[src/rtl/vec_mant_merge.sv]
module vec_mant_merge #(
  parameter int LANES = 8
) (
  input  logic               clk,
  input  logic               rst_n,
  input  logic               in_valid,
  input  logic [1:0]         vlen_sel,
  input  logic [LANES*64-1:0] src,
  input  logic [LANES*64-1:0] old_dst,
  input  logic [LANES-1:0]   lane_mask,
  input  logic               mask_en,
  input  logic               zero_mode,
  input  logic               bcast,
  input  logic [3:0]         ctrl,
  input  logic [3:0]         enc_chk,
  output logic               out_valid,
  output logic [LANES*64-1:0] dst,
  output logic               flag_inv,
  output logic               flag_den,
  output logic               undef_op
);
  localparam int W = LANES * 64;
  localparam logic [63:0] ONE   = 64'h3FF0_0000_0000_0000;
  localparam logic [63:0] INDEF = 64'hFFF8_0000_0000_0000;

  // returns {invalid, denormal, result}
  function automatic logic [65:0] lane_op(input logic [63:0] x, input logic [3:0] c);
    logic        s;
    logic [10:0] e;
    logic [51:0] f;
    logic [51:0] mf;
    logic [63:0] sone;
    logic [10:0] ne;
    logic        odd;
    logic        den;
    int          p;
    int          sh;
    s = x[63];
    e = x[62:52];
    f = x[51:0];
    sone = c[2] ? ONE : {1'b1, ONE[62:0]};
    if (e == 11'h7FF && f != '0)
      return {~f[51], 1'b0, s, 11'h7FF, 1'b1, f[50:0]};
    if (e == 11'h7FF || (e == '0 && f == '0)) begin
      if (!s) return {2'b00, ONE};
      if (e == '0) return {2'b00, sone};
      return c[3] ? {2'b10, INDEF} : {2'b00, sone};
    end
    if (s && c[3]) return {2'b10, INDEF};
    den = (e == '0);
    p = 0;
    for (int i = 0; i < 52; i++) if (f[i]) p = i;
    sh = 52 - p;
    if (den) begin
      mf  = f << sh;
      odd = sh[0];
    end else begin
      mf  = f;
      odd = ~e[0];
    end
    case (c[1:0])
      2'b00:   ne = 11'd1023;
      2'b01:   ne = odd ? 11'd1022 : 11'd1023;
      2'b10:   ne = 11'd1022;
      default: ne = mf[51] ? 11'd1022 : 11'd1023;
    endcase
    return {1'b0, den, (c[2] ? 1'b0 : s), ne, mf};
  endfunction

  logic [3:0]       n_act;
  logic [W-1:0]     nxt;
  logic [LANES-1:0] inv_v, den_v;
  wire              enc_ok = (enc_chk == 4'b1111);

  always_comb begin
    case (vlen_sel)
      2'b00:   n_act = 4'd2;
      2'b01:   n_act = 4'd4;
      default: n_act = 4'd8;
    endcase
  end

  for (genvar g = 0; g < LANES; g++) begin : g_lane
    wire [63:0] a    = bcast ? src[63:0] : src[g*64 +: 64];
    wire [65:0] r    = lane_op(a, ctrl);
    wire        on   = (g < int'(n_act));
    wire        take = on && (!mask_en || lane_mask[g]);
    assign nxt[g*64 +: 64] = !on ? 64'd0 :
                             take ? r[63:0] :
                             zero_mode ? 64'd0 : old_dst[g*64 +: 64];
    assign inv_v[g] = take & r[65];
    assign den_v[g] = take & r[64];
  end

  always_ff @(posedge clk or negedge rst_n) begin
    if (!rst_n) begin
      out_valid <= 1'b0;
      dst       <= '0;
      flag_inv  <= 1'b0;
      flag_den  <= 1'b0;
      undef_op  <= 1'b0;
    end else begin
      out_valid <= in_valid;
      if (in_valid) begin
        undef_op <= !enc_ok;
        dst      <= enc_ok ? nxt : old_dst;
        flag_inv <= enc_ok && (|inv_v);
        flag_den <= enc_ok && (|den_v);
      end
    end
  end
endmodule


[config.mk]
export PLATFORM = sky130hd
export DESIGN_NAME = vec_mant_merge
export DESIGN_NICKNAME = d
export VERILOG_FILES = /design/src/rtl/vec_mant_merge.sv
export SDC_FILE = /design/constraint.sdc
export NUM_CORES = 2
export LEC_CHECK = 0
export BUFFER_PORTS_ARGS = -buffer_cell sky130_fd_sc_hd__buf_2
export CORE_AREA = 2 2 609 611
export DETAILED_ROUTE_END_ITERATION = 12
export DIE_AREA = 0 0 611 613
export GPL_ROUTABILITY_DRIVEN = 1
export PLACE_DENSITY = 0.36
export SYNTH_ARGS = -nofsm -noshare
export SYNTH_HDL_FRONTEND = slang
export SYNTH_SLANG_ARGS = --single-unit
[constraint.sdc]
create_clock -name clk -period 2.27 [get_ports clk]
set_input_delay 0.1135 -clock clk [delete_from_list [all_inputs] [get_ports clk]]
set_output_delay 0.1135 -clock clk [all_outputs]
set_load 0.01 [all_outputs]
; After elaboration in Yosys (flattened, before gate mapping)
; Cells that the tools add are included.
[word_totals]
register_bits = 516
latchBits = 0
ramBits = 0
rom_bits = 0
inputBits = 1048
output_inout_bits = 516
n_memories = 0
[classes]
addsub = 8
multipliers = 0
div_mod_pow = 0
order_cmp = 8
n_eq_ne = 12
shifts = 8
mux = 747
n_bitwise = 32
reduce_logical = 80
[op_table]
columns = op, n
row1 = two-way mux 32 bit, 424
row2 = two-way mux 66 bit, 81
row3 = two-way mux 64 bit, 32
row4 = two-way mux 52 bit, 32
row5 = two-way mux 512 bit, 1
row6 = zero test 52 bit, 8
row7 = nonzero test 52 bit, 8
row8 = << shifter 52 x 32 -> 52 bit, 8
row9 = "subtractor 7 x 32 -> 32 bit, first input constant", 8
row10 = two-way mux 1 bit, 168
row11 = "equality test 11 bit, second input constant", 8
row12 = zero test 11 bit, 8
row13 = logical AND 1 bit, 34
row14 = case mux 1 bit (3 select lines), 8
row15 = bitwise AND 1 bit, 16
row16 = logical OR 1 bit, 16
row17 = "less-than comparator 3 x 4 -> 1 bit, first input constant", 4
row18 = inverter 1 bit, 16
row19 = OR reduction 8 bit, 2
row20 = "less-than comparator 1 x 4 -> 1 bit, first input constant", 2
row21 = "less-than comparator 2 x 4 -> 1 bit, first input constant", 2
row22 = case mux 4 bit (2 select lines), 1
row23 = "equality test 2 x 1 -> 1 bit, second input constant", 2
row24 = "equality test 4 bit, second input constant", 1
row25 = other kinds (3), 5

; Depth between registers and ports, before layout
[logic_depth]
depth_word = 69
depth_mapped = 30

; Least setup slack after synthesis
; Ideal clock, no wire load.
[synth_timing]
path_type = input to register
startpoint = input port bcast
endpoint = register dst[458]
setup_ns = 0.090
arrival_time_ns = 5.334
t_required_ns = 2.180
path_slack_ns = -3.155
path_stages = 27
path_buffers = 12
path_cell_list = buf_6 buf_6 buf_6 buf_6 buf_4 mux2_2 a2bb2oi_1 o211ai_1 a221oi_1 nand3_1 o21ai_2 buf_4 buf_6 buf_4 buf_2 ha_1 inv_1 clkbuf_1 clkbuf_1 clkbuf_1 nand2_1 o32ai_1 a21oi_1 o21ai_0 a22oi_1 or3_1 o221ai_1
[synth_via]
elab_chain_cells = 67
word_cells_on_any_way = 95
[synth_rtl]
columns = item, line_no
row1 = from (decl), 13  ; input logic bcast,
row2 = two-way mux 64 bit *, 84  ; wire [63:0] a = bcast ? src[63:0] : src[g*64 +: 64];
row3 = two-way mux 1 bit, 52  ; for (int i = 0; i < 52; i++) if (f[i]) p = i;
row4 = two-way mux 32 bit (50 in a row), 52
row5 = two-way mux 32 bit, 50  ; den = (e == '0);
row6 = two-way mux 32 bit, 49  ; if (s && c[3]) return {2'b10, INDEF};
row7 = two-way mux 32 bit, 44  ; if (e == 11'h7FF || (e == '0 && f == '0)) begin
row8 = subtractor 7 x 32 -> 32 bit, 53  ; sh = 52 - p;
row9 = << shifter 52 x 32 -> 52 bit, 55  ; mf = f << sh;
row10 = [2 not listed], -
row11 = two-way mux 52 bit, 49
row12 = two-way mux 52 bit, 44
row13 = two-way mux 66 bit, 50
row14 = two-way mux 66 bit, 49
row15 = two-way mux 66 bit *, 44
row16 = two-way mux 64 bit *, 89  ; take ? r[63:0] :
row17 = two-way mux 64 bit *, 88  ; assign nxt[g*64 +: 64] = !on ? 64'd0 :
row18 = two-way mux 512 bit *, 106  ; dst <= enc_ok ? nxt : old_dst;
row19 = to (signal assigned), 106
row20 = to (decl), 17  ; output logic [LANES*64-1:0] dst,
; Mark *: on every way between the ends. The rest lies on a longest branch, timed or not. The select of a mux whose other input is x is not followed.
; A chain may end at the register's enable or synchronous reset.

; Worst setup path in the final report
[layout_timing]
startpoint = input port bcast
endpoint = register dst[299]
; Same word-level chain as after synthesis.

==> flow_metrics.env <==
export IMPL_clock_fmax_mhz=238.3
export IMPL_slowest_delay_ns=0.37
export IMPL_port_buffers=1563
export IMPL_finalSetupViolations=442
export IMPL_synthTopCellsByArea="dfrtp_1 18%, a21oi_1 9.0%, mux2i_1 8.2%"
export IMPL_synth_yosys_seq_area_share_pct=17.76
export IMPL_drc=0
export IMPL_netlist_area_sq_um=72720
export IMPL_num_vias=119900
export IMPL_grt_first_pass_wirelength_um=1101000
export IMPL_cts_tree="yes"
export IMPL_p_leak_nw=61.10
export IMPL_insertion_delay_ns=0.82
export IMPL_grt_max_degree=68
export IMPL_ys_ff_latch=516
export IMPL_io_pins=1564
export IMPL_routabilityCongestion=1.063
export IMPL_status="finished, violations left"
export IMPL_synth_cell_types=116
export IMPL_power_density_nw_per_um2=549.1
export IMPL_hpwlAfterDp_um=733800
export IMPL_violations="negative setup slack"
export IMPL_cts_max_level=3
export IMPL_numCtsBuffers=82
export IMPL_crit_fanout=13
export IMPL_max_clock_path_buffers=4
export IMPL_synth_simple_gate_area_share_pct=21.97
export IMPL_crit_family="simple AND/OR/NAND/NOR gates"
export IMPL_skew_ns=0
export IMPL_cp_cell_sequence="bufbuf_16, buf_12, buf_12, nor3_4, buf_6, a211oi_2, o221ai_1, nor3b_2, a311oi_2, nor3_2, a31o_2, nor2b_2, nor2_1, ha_2, buf_12, buf_4, nor2_4, nand2_4, o32ai_2, and3b_2, o211ai_1, a31oi_2, buf_6, o31ai_2"
export IMPL_worst_path_stages=24
export IMPL_antenna_found_initial=256
export IMPL_synth_adder_area_share_pct=0.2925
export IMPL_layout_nets=16750
export IMPL_period_needed_ns=4.196
export IMPL_coreArea_sq_um=367700
export IMPL_ir_drop_uv=537.9
export IMPL_critPathBufInv=7
export IMPL_timing_final_crit_share_pct=184.8
export IMPL_critical_path_most_common_cell="buf_12"
export IMPL_path_class="input port to register"
export IMPL_final_hold_viol_count=0
export IMPL_yosys_top_cells_count="1309 x a21oi_1, 989 x nor2_1, 957 x nand2_1"
export IMPL_stdcell_count=20820
export IMPL_ys_warn_count=0
export IMPL_drt_total_wl_um=856200
export IMPL_overflow=0
export IMPL_num_fill_cells=39400
export IMPL_syn_nets=11230
export IMPL_die_height_um=613
export IMPL_dr_first_iter_drc_count=15470
export IMPL_synth_most_common_cell="a21oi_1"
export IMPL_synth_edf_count=0
export IMPL_rsz0062_at_grt="true"
export IMPL_vias_per_cell=5.758
export IMPL_synth_compound_area_share_pct=36.64
export IMPL_r2r_cells=4
export IMPL_dieArea_sq_um=374500
export IMPL_syn_to_final_growth_pct=84.56
export IMPL_synth_area_leader_cell="dfrtp_1"
export IMPL_muxShareOfSynthArea_pct=16.20
export IMPL_grt_usage_pct=43.52
export IMPL_drt_first_pass_iters=7
export IMPL_totalPowerFinal_mw=73.71
export IMPL_worst_setup_path_start_kind="input port"
export IMPL_rows=223
export IMPL_async_flop_share_pct=100.0
export IMPL_critPathSlowestCell="nor3_2"
export IMPL_synthFlopType="dfrtp_1"
export IMPL_ant_nets=0
export IMPL_dp_cells=19760
export IMPL_cts_sinks=516
export IMPL_ctsRootBufferMaster="clkbuf_16"
export IMPL_hold_class="input port to register"
export IMPL_tightest_slew_ns=1.036
export IMPL_crit_path_end_kind="register"
export IMPL_syn_area_per_cell_sq_um=7.154
export IMPL_wire_per_inst_um=41.12
export IMPL_drive_gt1_share_pct=47.33
export IMPL_die_x_um=611
export IMPL_holdPathStages=6
export IMPL_setup_slack_ns=-1.926
export IMPL_start_util_pct=19.78
export IMPL_synth_top_area_share_pct=17.76
export IMPL_max_slew_margin_pct=30.94
export IMPL_grt_pass1_vias=114200
export IMPL_clk_pin_slew_ns=0.06
export IMPL_synth_xor_area_share_pct=0.2718
export IMPL_syn_inst=10170
export IMPL_required_ns=3.00
export IMPL_synth_top_family_by_area="compound AO/OA/AOI/OAI gates"
export IMPL_max_cap_violations=0
export IMPL_arrival_ns=4.93
export IMPL_drv_slew=0
-- per-stage QoR --
step                      utilization [%]  area [sq um]  setup slack (ns)  TNS [ns]  hold WS, ns
after floorplan                         -         75320            -2.566   -820.83      -0.1821
after global placement              32.44        119300            -3.743  -1294.05      0.08539
after detailed placement            32.44        119300            -3.729  -1290.47      0.08883
after CTS                           35.70        131300            -1.842   -697.65    0.0005979
after global routing                36.42        133900            -1.930   -747.81      0.02156
final                               36.50        134200            -1.926   -714.52     0.006258
-- path summary, 6_finish.rpt --
kind / start / end / slack [ns]
max: bcast / dst[299] / -1.93
min: src[157] / dst[157] / 0.006
max reg2reg: dst[303] / dst[303] / 0.12
min reg2reg: dst[456] / dst[456] / 0.48
max in group asynchronous: rst_n / dst[491] / 0.78
min in group asynchronous: rst_n / dst[107] / 0.14
-- cells in the final DEF, fill, tap and decap left out, drive strengths merged, types with 213 or more instances in the layout --
master and instances:
a21oi 1314, mux2 264, diode 247, o21ai 670, nor3 386, nor2 993, dfrtp 516, dlygate4sd3 546
nand2 963, buf 5848, mux2i 600, and3 213
-- power breakdown --
group / total (mW) / internal (mW) / leakage (nW) / switching [mW]
combinational: 49.1 / 20.7 / 53.6 / 28.5
clock: 13.5 / 7.98 / 1.31 / 5.57
sequential: 11.0 / 10.2 / 6.15 / 0.883
-- tightest hold or removal path: cells and delay by family --
family | cells | cell delay (ns)
multiplexers | 1 | 0.08
buffers and inverters | 2 | 0.31
AND/OR/NAND/NOR | 1 | 0.06
AO/OA/AOI/OAI | 2 | 0.26
-- sequential cells by signal (all words and copies together), names as in the netlist --
register	count
flag_inv	1
flag_den	1
dst	512
undef_op	1
out_valid	1
-- cell type report --
cell class	instances	area, sq um	share of cell area (%)
well taps	4837	6052	4.509
flip-flops and latches	516	12910	9.620
clock inverters	21	315.3	0.2349
inverters	180	728.2	0.5425
diodes	247	618.1	0.4605
clock buffers	118	2359	1.757
multi-input cells	8489	60900	45.37
repair buffers	6413	50340	37.51
-- cell families (layout without fill, tap and decap cells) --
family / count (synthesis) / after routing
AO/OA/AOI/OAI: 4071 / 4071
adder cells (fa/ha/maj): 17 / 17
flip-flops: 516 / 516
other: 0 / 247
buffers and inverters: 1162 / 6732
XOR/XNOR: 20 / 20
multiplexers: 987 / 987
AND/OR/NAND/NOR: 3392 / 3394
-- routing by layer --
layer | wire length, um | GRT usage (%) | part of all wire, % | up-vias
li1 | - | - | - | 50180
met1 | 360600 | 57.45 | 42 | 60830
met2 | 349300 | 62.48 | 41 | 7294
met3 | 81860 | 11.26 | 9.6 | 1483
met4 | 63970 | 27.54 | 7.5 | 88
met5 | 550 | 0 | 0.064 | -
-- timing repair --
item | 4_1_cts | 5_1_grt
hold buffers | 546 | 0
hold endpoints to repair | 960 | 0
gates cloned | 13 | 7
setup endpoints to repair | 442 | 442
resized for setup | 626 | 418
pin swaps | 140 | 140
setup buffers | 88 | 35
(Power assumes the default switching activity.)
